<file path="src/rtl/pixtiming_pkg.sv">
package pixtiming_pkg;

  typedef enum logic [2:0] {
    ST_IDLE,
    ST_RST,
    ST_RSMP,
    ST_INT,
    ST_STALL,
    ST_SAMP,
    ST_CLR,
    ST_WAIT
  } phase_e;

  // control -> datapath
  typedef struct packed {
    logic load;      // latch frame configuration
    logic phaseClr;  // restart tick prescaler and counter
    logic selInt;    // compare against integration target
    logic frameAdv;  // step frame count and parity
  } dpCtl_t;

  // datapath -> control
  typedef struct packed {
    logic phaseDone;
    logic parity;
    logic iwrMode;
  } dpStat_t;

endpackage

</file>
<file path="src/rtl/pixtiming_dp.sv">
module pixtiming_dp
  import pixtiming_pkg::*;
#(
  parameter int TICK_DIV  = 20,
  parameter int INT_W     = 24,
  parameter int FRAME_W   = 16,
  parameter int RST_TICKS = 2
) (
  input  logic               clk,
  input  logic               rstN,
  input  logic [INT_W-1:0]   cfgIntTicks,
  input  logic               cfgIwr,
  input  dpCtl_t             ctl,
  output dpStat_t            stat,
  output logic [FRAME_W-1:0] frameCnt
);

  localparam int PRE_W = (TICK_DIV > 1) ? $clog2(TICK_DIV) : 1;
  localparam logic [PRE_W-1:0] PRE_LAST = PRE_W'(TICK_DIV - 1);
  localparam logic [INT_W-1:0] RST_TGT  = INT_W'(RST_TICKS);

  logic [PRE_W-1:0]   preCnt;
  logic [INT_W-1:0]   tickCnt;
  logic [INT_W-1:0]   intTgt;
  logic [INT_W-1:0]   target;
  logic               iwrQ;
  logic               parity;
  logic [FRAME_W-1:0] frameQ;
  logic               tick;

  assign tick   = (preCnt == PRE_LAST);
  assign target = ctl.selInt ? intTgt : RST_TGT;

  // 100 ns tick prescaler and phase tick counter
  always_ff @(posedge clk) begin
    if (!rstN || ctl.phaseClr) begin
      preCnt  <= '0;
      tickCnt <= '0;
    end else if (tick) begin
      preCnt  <= '0;
      tickCnt <= tickCnt + 1'b1;
    end else begin
      preCnt  <= preCnt + 1'b1;
    end
  end

  // per-frame configuration, zero length clamped to one tick
  always_ff @(posedge clk) begin
    if (!rstN) begin
      intTgt <= INT_W'(1);
      iwrQ   <= 1'b0;
    end else if (ctl.load) begin
      intTgt <= (cfgIntTicks == '0) ? INT_W'(1) : cfgIntTicks;
      iwrQ   <= cfgIwr;
    end
  end

  always_ff @(posedge clk) begin
    if (!rstN) begin
      frameQ <= '0;
      parity <= 1'b0;
    end else if (ctl.frameAdv) begin
      frameQ <= frameQ + 1'b1;
      parity <= ~parity;
    end
  end

  assign stat.phaseDone = tick && (tickCnt == target - 1'b1);
  assign stat.parity    = parity;
  assign stat.iwrMode   = iwrQ;
  assign frameCnt       = frameQ;

  // the latched integration target is never zero
  a_r4_target_nonzero: assert property (@(posedge clk) disable iff (!rstN)
    ctl.load |=> (intTgt != '0));

endmodule

</file>
<file path="src/rtl/pixtiming_ctl.sv">
module pixtiming_ctl
  import pixtiming_pkg::*;
(
  input  logic    clk,
  input  logic    rstN,
  input  dpStat_t stat,
  input  logic    scanDone,
  output dpCtl_t  ctl,
  output logic    pixReset,
  output logic    intEn,
  output logic    clrPulse,
  output logic    shRstOdd,
  output logic    shRstEven,
  output logic    shSig,
  output logic    scanStart
);

  phase_e state, nxt;
  logic   busy, pending, scanStartQ;
  logic   doneNow, freeNow;
  logic   enterRst, enterInt, startIssue;

  assign doneNow = busy && scanDone;
  assign freeNow = !busy || doneNow;

  always_comb begin
    nxt = state;
    unique case (state)
      ST_IDLE:  nxt = ST_RST;
      ST_RST:   if (stat.phaseDone) nxt = ST_RSMP;
      ST_RSMP:  nxt = ST_INT;
      ST_INT:   if (stat.phaseDone)
                  nxt = (stat.iwrMode && !freeNow) ? ST_STALL : ST_SAMP;
      ST_STALL: if (freeNow) nxt = ST_SAMP;
      ST_SAMP:  nxt = ST_CLR;
      ST_CLR:   nxt = stat.iwrMode ? ST_RST : ST_WAIT;
      ST_WAIT:  if (doneNow) nxt = ST_RST;
      default:  nxt = ST_IDLE;
    endcase
  end

  assign enterRst   = (nxt == ST_RST) && (state != ST_RST);
  assign enterInt   = (nxt == ST_INT) && (state == ST_RSMP);
  assign startIssue = stat.iwrMode ? (enterInt && pending) : (state == ST_CLR);

  assign ctl.load     = enterRst;
  assign ctl.phaseClr = enterRst || enterInt;
  assign ctl.selInt   = (state == ST_INT);
  assign ctl.frameAdv = enterInt;

  always_ff @(posedge clk) begin
    if (!rstN) begin
      state      <= ST_IDLE;
      busy       <= 1'b0;
      pending    <= 1'b0;
      scanStartQ <= 1'b0;
    end else begin
      state      <= nxt;
      busy       <= (busy && !scanDone) || startIssue;
      pending    <= (pending && !startIssue) || (state == ST_SAMP && stat.iwrMode);
      scanStartQ <= startIssue;
    end
  end

  assign pixReset  = (state == ST_RST);
  assign shRstOdd  = (state == ST_RSMP) && !stat.parity;
  assign shRstEven = (state == ST_RSMP) &&  stat.parity;
  assign intEn     = (state == ST_INT) || (state == ST_STALL);
  assign shSig     = (state == ST_SAMP);
  assign clrPulse  = (state == ST_CLR);
  assign scanStart = scanStartQ;

  // only one reset-level holder is written per frame
  a_r3_single_holder: assert property (@(posedge clk) disable iff (!rstN)
    !(shRstOdd && shRstEven));

  // a reset-level strobe follows every reset interval
  a_r3_strobe_after_reset: assert property (@(posedge clk) disable iff (!rstN)
    $fell(pixReset) |-> (shRstOdd || shRstEven));

  // clear pulse directly after the integrated-level strobe
  a_r6_clear_follows: assert property (@(posedge clk) disable iff (!rstN)
    shSig |=> clrPulse);

  // scan start lasts a single cycle
  a_r7_start_pulse: assert property (@(posedge clk) disable iff (!rstN)
    scanStart |=> !scanStart);

  // the integrated level is never captured while a readout is outstanding
  a_r9_no_sample_busy: assert property (@(posedge clk) disable iff (!rstN)
    shSig |-> !busy);

endmodule

</file>
<file path="src/rtl/pixtiming_ctrl.sv">
module pixtiming_ctrl
  import pixtiming_pkg::*;
#(
  parameter int TICK_DIV  = 20,
  parameter int INT_W     = 24,
  parameter int FRAME_W   = 16,
  parameter int RST_TICKS = 2
) (
  input  logic               clk,
  input  logic               rstN,
  input  logic [INT_W-1:0]   cfgIntTicks,
  input  logic               cfgIwr,
  input  logic               scanDone,
  output logic               pixReset,
  output logic               intEn,
  output logic               clrPulse,
  output logic               shRstOdd,
  output logic               shRstEven,
  output logic               shSig,
  output logic               scanStart,
  output logic [FRAME_W-1:0] frameCnt
);

  dpCtl_t  ctl;
  dpStat_t stat;

  pixtiming_ctl i_ctl (
    .clk       (clk),
    .rstN      (rstN),
    .stat      (stat),
    .scanDone  (scanDone),
    .ctl       (ctl),
    .pixReset  (pixReset),
    .intEn     (intEn),
    .clrPulse  (clrPulse),
    .shRstOdd  (shRstOdd),
    .shRstEven (shRstEven),
    .shSig     (shSig),
    .scanStart (scanStart)
  );

  pixtiming_dp #(
    .TICK_DIV  (TICK_DIV),
    .INT_W     (INT_W),
    .FRAME_W   (FRAME_W),
    .RST_TICKS (RST_TICKS)
  ) i_dp (
    .clk         (clk),
    .rstN        (rstN),
    .cfgIntTicks (cfgIntTicks),
    .cfgIwr      (cfgIwr),
    .ctl         (ctl),
    .stat        (stat),
    .frameCnt    (frameCnt)
  );

  // frame count steps by one as each integration opens
  a_r5_count_step: assert property (@(posedge clk) disable iff (!rstN)
    $rose(intEn) |-> (frameCnt == $past(frameCnt) + FRAME_W'(1)));

endmodule

</file>
<file path="config.mk">
export PLATFORM = sky130hd
export DESIGN_NAME = pixtiming_ctrl
export DESIGN_NICKNAME = d
export VERILOG_FILES = /design/src/rtl/pixtiming_pkg.sv /design/src/rtl/pixtiming_dp.sv /design/src/rtl/pixtiming_ctl.sv /design/src/rtl/pixtiming_ctrl.sv
export SDC_FILE = /design/constraint.sdc
export NUM_CORES = 1
export LEC_CHECK = 0
export BUFFER_PORTS_ARGS = -buffer_cell sky130_fd_sc_hd__buf_2
export CAP_MARGIN = 20
export CELL_PAD_IN_SITES_DETAIL_PLACEMENT = 1
export CELL_PAD_IN_SITES_GLOBAL_PLACEMENT = 1
export CORE_UTILIZATION = 40
export DETAILED_ROUTE_END_ITERATION = 10
export GPL_TIMING_DRIVEN = 0
export PLACE_DENSITY_LB_ADDON = 0.15
export SLEW_MARGIN = 5
export SYNTH_ARGS = -nofsm -noshare
export SYNTH_HDL_FRONTEND = slang
export SYNTH_SLANG_ARGS = --single-unit
</file>
<file path="constraint.sdc">
create_clock -name clk -period 3.9 [get_ports clk]
set_input_delay 0.195 -clock clk [delete_from_list [all_inputs] [get_ports clk]]
set_output_delay 0.195 -clock clk [all_outputs]
set_load 0.01 [all_outputs]
</file>
## Yosys cells after proc, flatten, opt, wreduce, memory -nomap -nowiden

Index checks and enable logic that the tools add are counted.

- Word-level logic and storage cells: 63
- Input port bits: 28
- Register bits after elaboration: 77
- ROM bits: 0
- RAM bits: 0
- Latch bits: 0
- Memories: 0
- Output and inout port bits: 23

- Reductions and logical operators: 26
- Div/mod/pow operators: 0
- Shifts and indexed selects: 0
- Multiplexer cells: 10
- Eq/ne operators: 12
- Bitwise logic cells: 1
- Add/sub/neg operators: 4
- $lt $le $gt $ge: 0
- Multiply operators: 0

Operators with widths:

| cell | number |
|---|---|
| two-way mux 24 bit | 2 |
| adder 24 x 1 -> 24 bit (second input constant) | 1 |
| == test 24 bit | 1 |
| logical NOT 24 bit | 1 |
| one-hot mux 3 bit (8 select lines) | 1 |
| subtractor 24 x 1 -> 24 bit (second input constant) | 1 |
| adder 16 x 1 -> 16 bit (second input constant) | 1 |
| two-way mux 3 bit | 5 |
| == test 3 bit (second input constant) | 4 |
| logical AND 1 bit | 11 |
| == test 3 x 2 -> 1 bit (second input constant) | 3 |
| == test 3 x 1 -> 1 bit (second input constant) | 2 |
| logical NOT 1 bit | 6 |
| logical OR 1 bit | 6 |
| adder 5 x 1 -> 5 bit (second input constant) | 1 |
| == test 5 bit (second input constant) | 1 |
| logical NOT 3 bit | 1 |
| inequality test 3 x 1 -> 1 bit (second input constant) | 1 |
| two-way mux 1 bit | 2 |
| OR reduction 2 bit | 1 |
| inverter 1 bit | 1 |

## Logic depth before layout (Yosys ltp)

Gate-level depths: netlist of run 1.

- Word-level depth: 14
- Depth in mapped cells: 15
- Gate-level depth less buffers: 11

## Cells and area by module

Synthesis of run 1 repeated with hierarchy kept, for this count alone.

- Cell total of the unflattened synthesis: 576
- Area, all modules: 4,825.9 µm²

Modules (own cells, without submodules):

| module | times used | area each (µm²) | seq. area each (µm²) | cells each |
|---|---|---|---|---|
| pixtiming_dp | 1 | 4,369.2 | 1,421.4 | 522 |
| pixtiming_ctl | 1 | 456.7 | 120.1 | 54 |

## Worst setup path before layout of run 1

Ideal clock, no wire load.

- Path kind: flip-flop to flip-flop
- Start point: register i_ctl.state[1]
- End point: register i_ctl.state[1]
- Library setup time: 0.127 ns
- Period minus slack after synthesis: 3.656 ns
- Required time: 3.773 ns
- Stages on the path, launching flop included: 15
- Slack: 0.244 ns
- Arrival time: 3.529 ns
- Buffers on the path: 3
- Cell sequence: dfxtp_1 clkbuf_1 and3b_1 clkbuf_1 clkbuf_1 nand2_1 ha_1 or4b_2 nor4_2 mux2i_1 o311ai_0 xnor2_1 nor4_4 o21ai_0 or3_1

- Longest elaborated chain between the ends: 7
- Elaborated cells between the ends (all ways): 17
- Classes of those cells: add/sub (1); eq/ne (8); mux (6); reduce/logical (2)

RTL lines:

| item | line | source |
|---|---|---|
| from (decl) | pixtiming_ctl.sv:18 | `phase_e state, nxt;` |
| from (signal assigned) | pixtiming_ctl.sv:58 | `state <= nxt;` |
| == test 3 x 2 -> 1 bit | pixtiming_ctl.sv:28, pixtiming_ctl.sv:48 |  |
| two-way mux 24 bit | pixtiming_dp.sv:32 | `assign target = ctl.selInt ? intTgt : RST_TGT;` |
| subtractor 24 x 1 -> 24 bit | pixtiming_dp.sv:68 | `assign stat.phaseDone = tick && (tickCnt == target - 1'b1);` |
| == test 24 bit | pixtiming_dp.sv:68 |  |
| logical AND 1 bit | pixtiming_dp.sv:68 |  |
| two-way mux 3 bit (on tied branches) | pixtiming_ctl.sv:32, pixtiming_ctl.sv:30 |  |
| one-hot mux 3 bit (8 select lines) (*) | pixtiming_ctl.sv:28 | `unique case (state)` |

Every way passes the cells marked *; elsewhere a longest branch is shown, timed or not.
A chain may end at the register's enable or synchronous reset.

## Worst setup path after layout of run 1

- Start point: register i_ctl.state[2]
- End point: register i_ctl.state[1]

The elaborated chain is that of the path after synthesis.

==> results of run 1 <==
power groups by stage:
| stage | clock network [mW] | logic (mW) | registers, mW |
|---|---|---|---|
| after global placement | 0 | 0.185 | 0.850 |
| after floorplan | 0 | 0.129 | 0.841 |
| after global routing | 0.858 | 0.213 | 0.839 |
| after CTS | 0.823 | 0.193 | 0.834 |
| after detailed placement | 0 | 0.190 | 0.851 |
| final | 0.801 | 0.193 | 0.836 |
cell families (layout without fill, tap and decap cells):
group                      Yosys count  count (layout)  synth area share (%)
and+or+nand+nor                    294             294                  33.8
DFF                                 77              77                  32.3
muxes                               31              31                  6.52
adders and majority gates            4               4                  1.05
AOI/OAI and AO/OA                   87              87                  12.2
xor gates and xnor gates            53              53                  9.72
buffers and inverters               52             119                  4.48
worst max-delay path by stage:
stage	start	to	slack (ns)	cells past startpoint
after floorplan	i_ctl.state[1]$_SDFF_PN0_	i_ctl.state[1]$_SDFF_PN0_	0.24	14
after detailed placement	i_ctl.state[1]$_SDFF_PN0_	i_ctl.state[1]$_SDFF_PN0_	-0.78	14
after global routing	i_ctl.state[1]$_SDFF_PN0_	i_ctl.state[1]$_SDFF_PN0_	0.07	13
after CTS	i_ctl.state[0]$_SDFF_PN0_	i_ctl.state[1]$_SDFF_PN0_	0.008	15
final	i_ctl.state[2]$_SDFF_PN0_	i_ctl.state[1]$_SDFF_PN0_	0.16	13
after global placement	i_ctl.state[1]$_SDFF_PN0_	i_ctl.state[1]$_SDFF_PN0_	-0.81	14
cell type report:
type,instances,area share [%]
inverter,11,0.745
tap,143,3.23
timing repair buffer,54,5.01
multi-input combinational,469,54.9
clock inverter,6,0.836
sequential,77,27.9
clock buffer,10,4.31
buffer,38,3.03
layout by cell type (no fill, tap or decap), types with 6 or more instances in the layout:
master	netlist	final
clkbuf_1	33	28
and2_1	14	14
nor2_1	53	53
nor2b_1	34	34
xor2_1	26	26
nor4_1	15	15
inv_1	11	11
nand4_1	11	11
or3_1	7	7
nand4b_1	6	6
o21ai_0	21	20
or4_1	7	7
mux2i_1	30	30
and3_1	20	20
dfxtp_1	77	74
xnor2_1	27	27
nor3_1	16	16
buf_2	3	54
nand2_1	52	52
nand3_1	30	30
a21oi_1	20	20
clkbuf_16	0	9
cell usage after synthesis, types with 4 or more instances:
| library cell | instances | share of area [%] |
|---|---|---|
| a21boi_0 | 5 | 0.79 |
| a21oi_1 | 20 | 2.1 |
| a31oi_1 | 4 | 0.52 |
| and2_1 | 14 | 1.8 |
| and3_1 | 20 | 2.6 |
| and4_1 | 4 | 0.73 |
| clkbuf_1 | 33 | 2.6 |
| dfxtp_1 | 77 | 32 |
| ha_1 | 4 | 1.0 |
| inv_1 | 11 | 0.86 |
| mux2i_1 | 30 | 6.3 |
| nand2_1 | 52 | 4.1 |
| nand2b_1 | 4 | 0.52 |
| nand3_1 | 30 | 3.1 |
| nand3b_1 | 5 | 0.79 |
| nand4_1 | 11 | 1.4 |
| nand4b_1 | 6 | 1.1 |
| nor2_1 | 53 | 4.2 |
| nor2b_1 | 34 | 4.5 |
| nor3_1 | 16 | 1.7 |
| nor4_1 | 15 | 2.0 |
| o21a_1 | 4 | 0.63 |
| o21ai_0 | 21 | 2.2 |
| o311a_1 | 4 | 0.84 |
| o31ai_1 | 4 | 0.63 |
| or3_1 | 7 | 0.92 |
| or4_1 | 7 | 1.1 |
| xnor2_1 | 27 | 5.0 |
| xor2_1 | 26 | 4.8 |
sequential cells by signal, summed over array words and instances (netlist names):
register	flops
i_ctl.busy	1
i_ctl.pending	1
i_ctl.scanStart	1
i_ctl.state	3
i_dp.frameCnt	16
i_dp.intTgt	24
i_dp.iwrQ	1
i_dp.parity	1
i_dp.preCnt	5
i_dp.tickCnt	24
metrics by stage:
step	util, %	instance area [um^2]	TNS, ns
6_report	48.1	5540	0
5_1_grt	48.1	5540	0
4_1_cts	48.0	5530	0
3_5_place_dp	45.2	5210	-2.04
3_3_place_gp	45.2	5210	-2.16
2_1_floorplan	-	4780	0
layer usage:
metal	vias up	part of all wire, %
li1	2258	-
met2	92	48
met4	0	2.7
met3	26	3.9
met1	2255	46
met5	-	0
repair_timing:
item	CTS	global route
setup endpoints to repair	3	3
pin swaps	6	1
buffers inserted	3	0
gates cloned	0	0
gates resized for setup	10	6
worst max-delay path: stages (launching register included):
cell	delay, ns
dfxtp_2	0.39
and3b_2	0.25
clkbuf_4	0.25
nand2_1	0.11
ha_2	0.23
or4b_2	0.64
nor4_4	0.32
buf_4	0.19
nand4_1	0.13
a21o_1	0.18
o2111ai_1	0.13
o2111a_2	0.31
a21oi_1	0.08
or3_1	0.38
==> impl_metrics.ini, run 1 <==
[yosys]
synth-seq-area-share_pct = 32.3
avgSynthCellArea_um2 = 7.99
synthFlopType = dfxtp_1
synthArstFlopShare_pct = 0
ys.warnings.count = 0
synth_edf_count = 0
synth_cell_types = 59
synth_nets = 630
synth_area_mm2 = 0.00478
syn_inst = 598
yosys_register_bits = 77

[placed_design]
place_ws_ns = -0.785
io_buffers = 50
hpwl_um = 12100
place.gp.congestion = 0.881
place_inst = 791

[floorplanning]
start_util_pct = 41.5
core_area_mm2 = 0.0115
ios = 51
die_y_um = 111
dieArea_mm2 = 0.0124
row_count = 39
die_w_um = 111

[run]
cap_violations = 0

[clocking]
cts-root-buf = clkbuf_16
clock-sinks = 77
cts_tree = yes
htreeDepth = 3
clk_latency_ns = 0.35
cts-buffers-inserted = 9
hold_buffers = 0
clk_path_buf_depth = 2
clk_pin_slew_worst_paths_ns = 0.06

[worst_setup_path]
r2r_start = i_ctl.state[2]$_SDFF_PN0_
end_kind = flip-flop
cp_max_fo = 19
reg2reg_slack_ns = 0.16
r2r_cells = 13
path_class = reg -> reg
required_ns = 4.13
cp_data_arrival_time_ns = 3.96
worst_setup_path_start_kind = flip-flop
reg2reg_to = i_ctl.state[1]$_SDFF_PN0_

[global_route]
first_global_vias = 4782
top_usage_layer = met2
grt_max_degree = 15
grt_pass1_wl_um = 24900
met2_usage_pct = 44.2
grt-ovfl-total = 0
grt_use_total_pct = 26.1
met3_usage_pct = 5.08
grt_antenna_before_repair = 0
grt_use_met1_pct = 32.0

[detailed_routing]
dr.pass1.iters = 5
final_antenna_net_count = 0
wl_per_cell_um = 19.1
drc_errors = 0
viasPerCell = 5.73
vias = 4631
drt_wl_total_um = 15400
drt_iter0_markers = 252

[power_and_ir_drop]
seq_power_share_pct = 45.7
clkPwrFrac_pct = 43.8
p_switching_mw = 0.498
pwr_density_cell_mw_per_mm2 = 330
combPwrFrac_pct = 10.5
finalPower_mw = 1.83
power.internal_mw = 1.33
power_leakage_nw = 2.14
switching_share_pct = 27.2
ir_drop_mv = 0.266

[min_path]
hold_path_end = i_dp.iwrQ$_SDFFE_PN0P_
min_path_type = in -> reg
hold_start = cfgIwr
whs_path_depth = 3

[layout]
multi_input_area_mm2 = 0.00304
seq_area_mm2 = 0.00155
antenna_cells = 0
nets = 692
area_growth_pct = 16.0
final.fill_count = 1447
drive_gt1_share_pct = 14.4
final_cells = 808

[timing]
slew_headroom_pct = 50.3
fin_crit_ns = 3.74
timing.final.max_slew_violations = 0
fin_worst_skew_ns = 0.00914
max_freq_ghz = 0.268
setup_violations = 0
rsz0062_at_grt = no
worst_slew_pin_slew_ns = 0.740
period_share_pct = 95.8
hold_slack_ns = 0.100
hold_viol_final = 0
setup_ws_ns = 0.164

[outcome]
outcome = completed
(Power assumes the default switching activity.)
==> run 2: changes to the inputs <==
--- a/config.mk
+++ b/config.mk
@@ -5,13 +5,12 @@
 export SDC_FILE = /design/constraint.sdc
 export NUM_CORES = 1
 export LEC_CHECK = 0
-export BUFFER_PORTS_ARGS = -buffer_cell sky130_fd_sc_hd__buf_2
 export CAP_MARGIN = 20
 export CELL_PAD_IN_SITES_DETAIL_PLACEMENT = 1
 export CELL_PAD_IN_SITES_GLOBAL_PLACEMENT = 1
-export CORE_UTILIZATION = 40
+export CORE_UTILIZATION = 30
 export DETAILED_ROUTE_END_ITERATION = 10
-export GPL_TIMING_DRIVEN = 0
+export DONT_BUFFER_PORTS = 1
 export PLACE_DENSITY_LB_ADDON = 0.15
 export SLEW_MARGIN = 5
 export SYNTH_ARGS = -nofsm -noshare
==> run 2 against run 1 <==
Net effect:
- sequential share of layout area increased by 0.90 points
- critical path depth decreased by 2
- clock skew decreased by 0.0022 ns
- largest power group is now the clock network
- wire length decreased by 4.2%
- cell count decreased by 1.6%
- largest cell class unchanged
==> impl_metrics.ini, run 2 (synthesis results as in run 1) <==
[worst_setup_path]
cp.depth = 11
crit_path_max_incr_delay_ns = 0.62
critPathBufInv = 0
startpoint = i_ctl.state[2]$_SDFF_PN0_
path_class = reg -> reg
worst_setup_path_start_kind = flip-flop
cp_top_family = simple AND/OR/NAND/NOR gates
required_ns = 4.13
path_cells = and3b_1 > nand2_1 > ha_1 > or4b_2 > nor4_2 > mux2i_1 > o311ai_0 > xnor2_1 > nor4_4 > o21ai_0 > or3_1
r2r_cells = 11
crit_slowest_cell = or4b_2
cp_data_arrival_time_ns = 3.80
r2r_start = i_ctl.state[2]$_SDFF_PN0_
cp_max_fo = 11
crit_end = i_ctl.state[1]$_SDFF_PN0_
reg2reg_to = i_ctl.state[1]$_SDFF_PN0_
reg2reg_slack_ns = 0.33
end_kind = flip-flop

[layout]
seq_area_mm2 = 0.00154
drive_gt1_share_pct = 6.68
post-route-util_pct = 34.8
area_growth_pct = 12.1
layout_commonest_cell = dfxtp_1
final_cell_mix = 77 x dfxtp_1, 53 x nor2_1, 52 x nand2_1
multi_input_area_mm2 = 0.00304
antenna_cells = 0
final.fill_count = 1822
nets = 612

[power_and_ir_drop]
clkPwrFrac_pct = 50.8
power_leakage_nw = 1.92
ir_drop_mv = 0.179
p_switching_mw = 0.465
combPwrFrac_pct = 7.6
switching_share_pct = 22.8
power.internal_mw = 1.58
seq_power_share_pct = 41.6
pwr_density_cell_mw_per_mm2 = 381

[timing]
slew_headroom_pct = 28.0
fin_crit_ns = 3.57
setup_violations = 0
period_share_pct = 91.4
timing.final.max_slew_violations = 0
fin_worst_skew_ns = 0.00697
tns_ns = 0
worst_slew_pin_slew_ns = 1.08
rsz0062_at_grt = no
hold_viol_final = 0
max_freq_ghz = 0.280

[clocking]
cts_tree = yes
postCtsSetupBuffers = 0
ctsResizeCount = 0
hold_buffers = 2
cts-buffers-inserted = 9
clk_latency_ns = 0.35
cts-root-buf = clkbuf_16
htreeDepth = 3
clk_pin_slew_worst_paths_ns = 0.06
clk_path_buf_depth = 2
clock-sinks = 77

[detailed_routing]
vias = 4313
viasPerCell = 5.43
wl_per_cell_um = 18.6
dr.pass1.iters = 4
drt_iter0_markers = 270
drt_wl_total_um = 14800
final_antenna_net_count = 0
drc_errors = 0

[global_route]
grt_max_degree = 47
grt-ovfl-total = 0
first_global_vias = 4268
grt_antenna_before_repair = 0
grt_pass1_wl_um = 23700
grt_use_total_pct = 18.9

[outcome]
outcome = completed

[floorplanning]
ios = 51
die_y_um = 128
row_count = 45
die_w_um = 128
core_area_mm2 = 0.0154
start_util_pct = 31.1
dieArea_mm2 = 0.0164

[placed_design]
place.gp.congestion = 0.845
hpwl_um = 11100
io_buffers = 0

[min_path]
min_path_type = in -> reg
hold_start = cfgIntTicks[18]

[run]
cap_violations = 0
==> run 2: changes by cell type in the layout (fill, tap and decap cells not counted), moves of 3 or more <==
cell / change
buf_4: +7
buf_2: -54
dfxtp_1: +3
bufinv_16: +4
clkbuf_1: -27
dfxtp_2: -3
==> run 2: area by class of cell <==
| class | count | area share [%] |
|---|---|---|
| clock buffer | 11 | 4.53 |
| clock inverter | 4 | 2.24 |
| inverter | 11 | 0.771 |
| multi-input combinational | 469 | 56.8 |
| sequential | 77 | 28.8 |
| tap | 211 | 4.93 |
| timing repair buffer | 12 | 1.96 |
==> run 2: worst min path at each step <==
| stage | to | slack, ns | cells past startpoint |
|---|---|---|---|
| floorplan | i_dp.iwrQ$_SDFFE_PN0P_ | 0.36 | 2 |
| detailed placement | i_dp.intTgt[0]$_SDFFE_PN1P_ | 0.27 | 1 |
| global placement | i_dp.intTgt[0]$_SDFFE_PN1P_ | 0.27 | 1 |
| global route | i_dp.intTgt[18]$_SDFFE_PN0P_ | 0.02 | 2 |
| finish | i_dp.intTgt[18]$_SDFFE_PN0P_ | 0.02 | 2 |
| CTS | i_dp.intTgt[18]$_SDFFE_PN0P_ | 0.005 | 2 |
==> run 2: metal layers <==
layer | share of wire, % | global-route usage, %
met5 | 0 | 0
met3 | 5.2 | 3.13
met4 | 2.6 | 8.58
met1 | 46 | 24.9
met2 | 47 | 30.1
==> run 2: power groups by stage <==
stage	sequential [mW]	combinational (mW)	clock, mW
CTS	0.847	0.156	1.07
global placement	0.864	0.145	0
floorplan	0.841	0.129	0
detailed placement	0.865	0.147	0
global route	0.852	0.173	1.09
finish	0.848	0.156	1.04
==> run 2: through the flow <==
step / std cells / area (um^2) / power, mW / hold WS, ns / setup slack, ns
after floorplan: 598 / 4780 / 0.970 / 0.355 / 0.244
after global placement: 778 / 4960 / 1.01 / 0.265 / 0.400
after detailed placement: 778 / 4960 / 1.01 / 0.272 / 0.325
after CTS: 795 / 5350 / 2.08 / 0.00531 / 0.304
after global routing: 795 / 5350 / 2.12 / 0.0238 / 0.0972
final: 795 / 5350 / 2.04 / 0.0153 / 0.334
==> run 2: worst register-to-register path: cells and delay by family (launching register included) <==
family / cells / cell delay, ns
and+or+nand+nor: 6 / 2.09
AOI/OAI and AO/OA: 2 / 0.29
adders and majority gates: 1 / 0.16
xor gates and xnor gates: 1 / 0.19
DFF: 1 / 0.50
muxes: 1 / 0.23
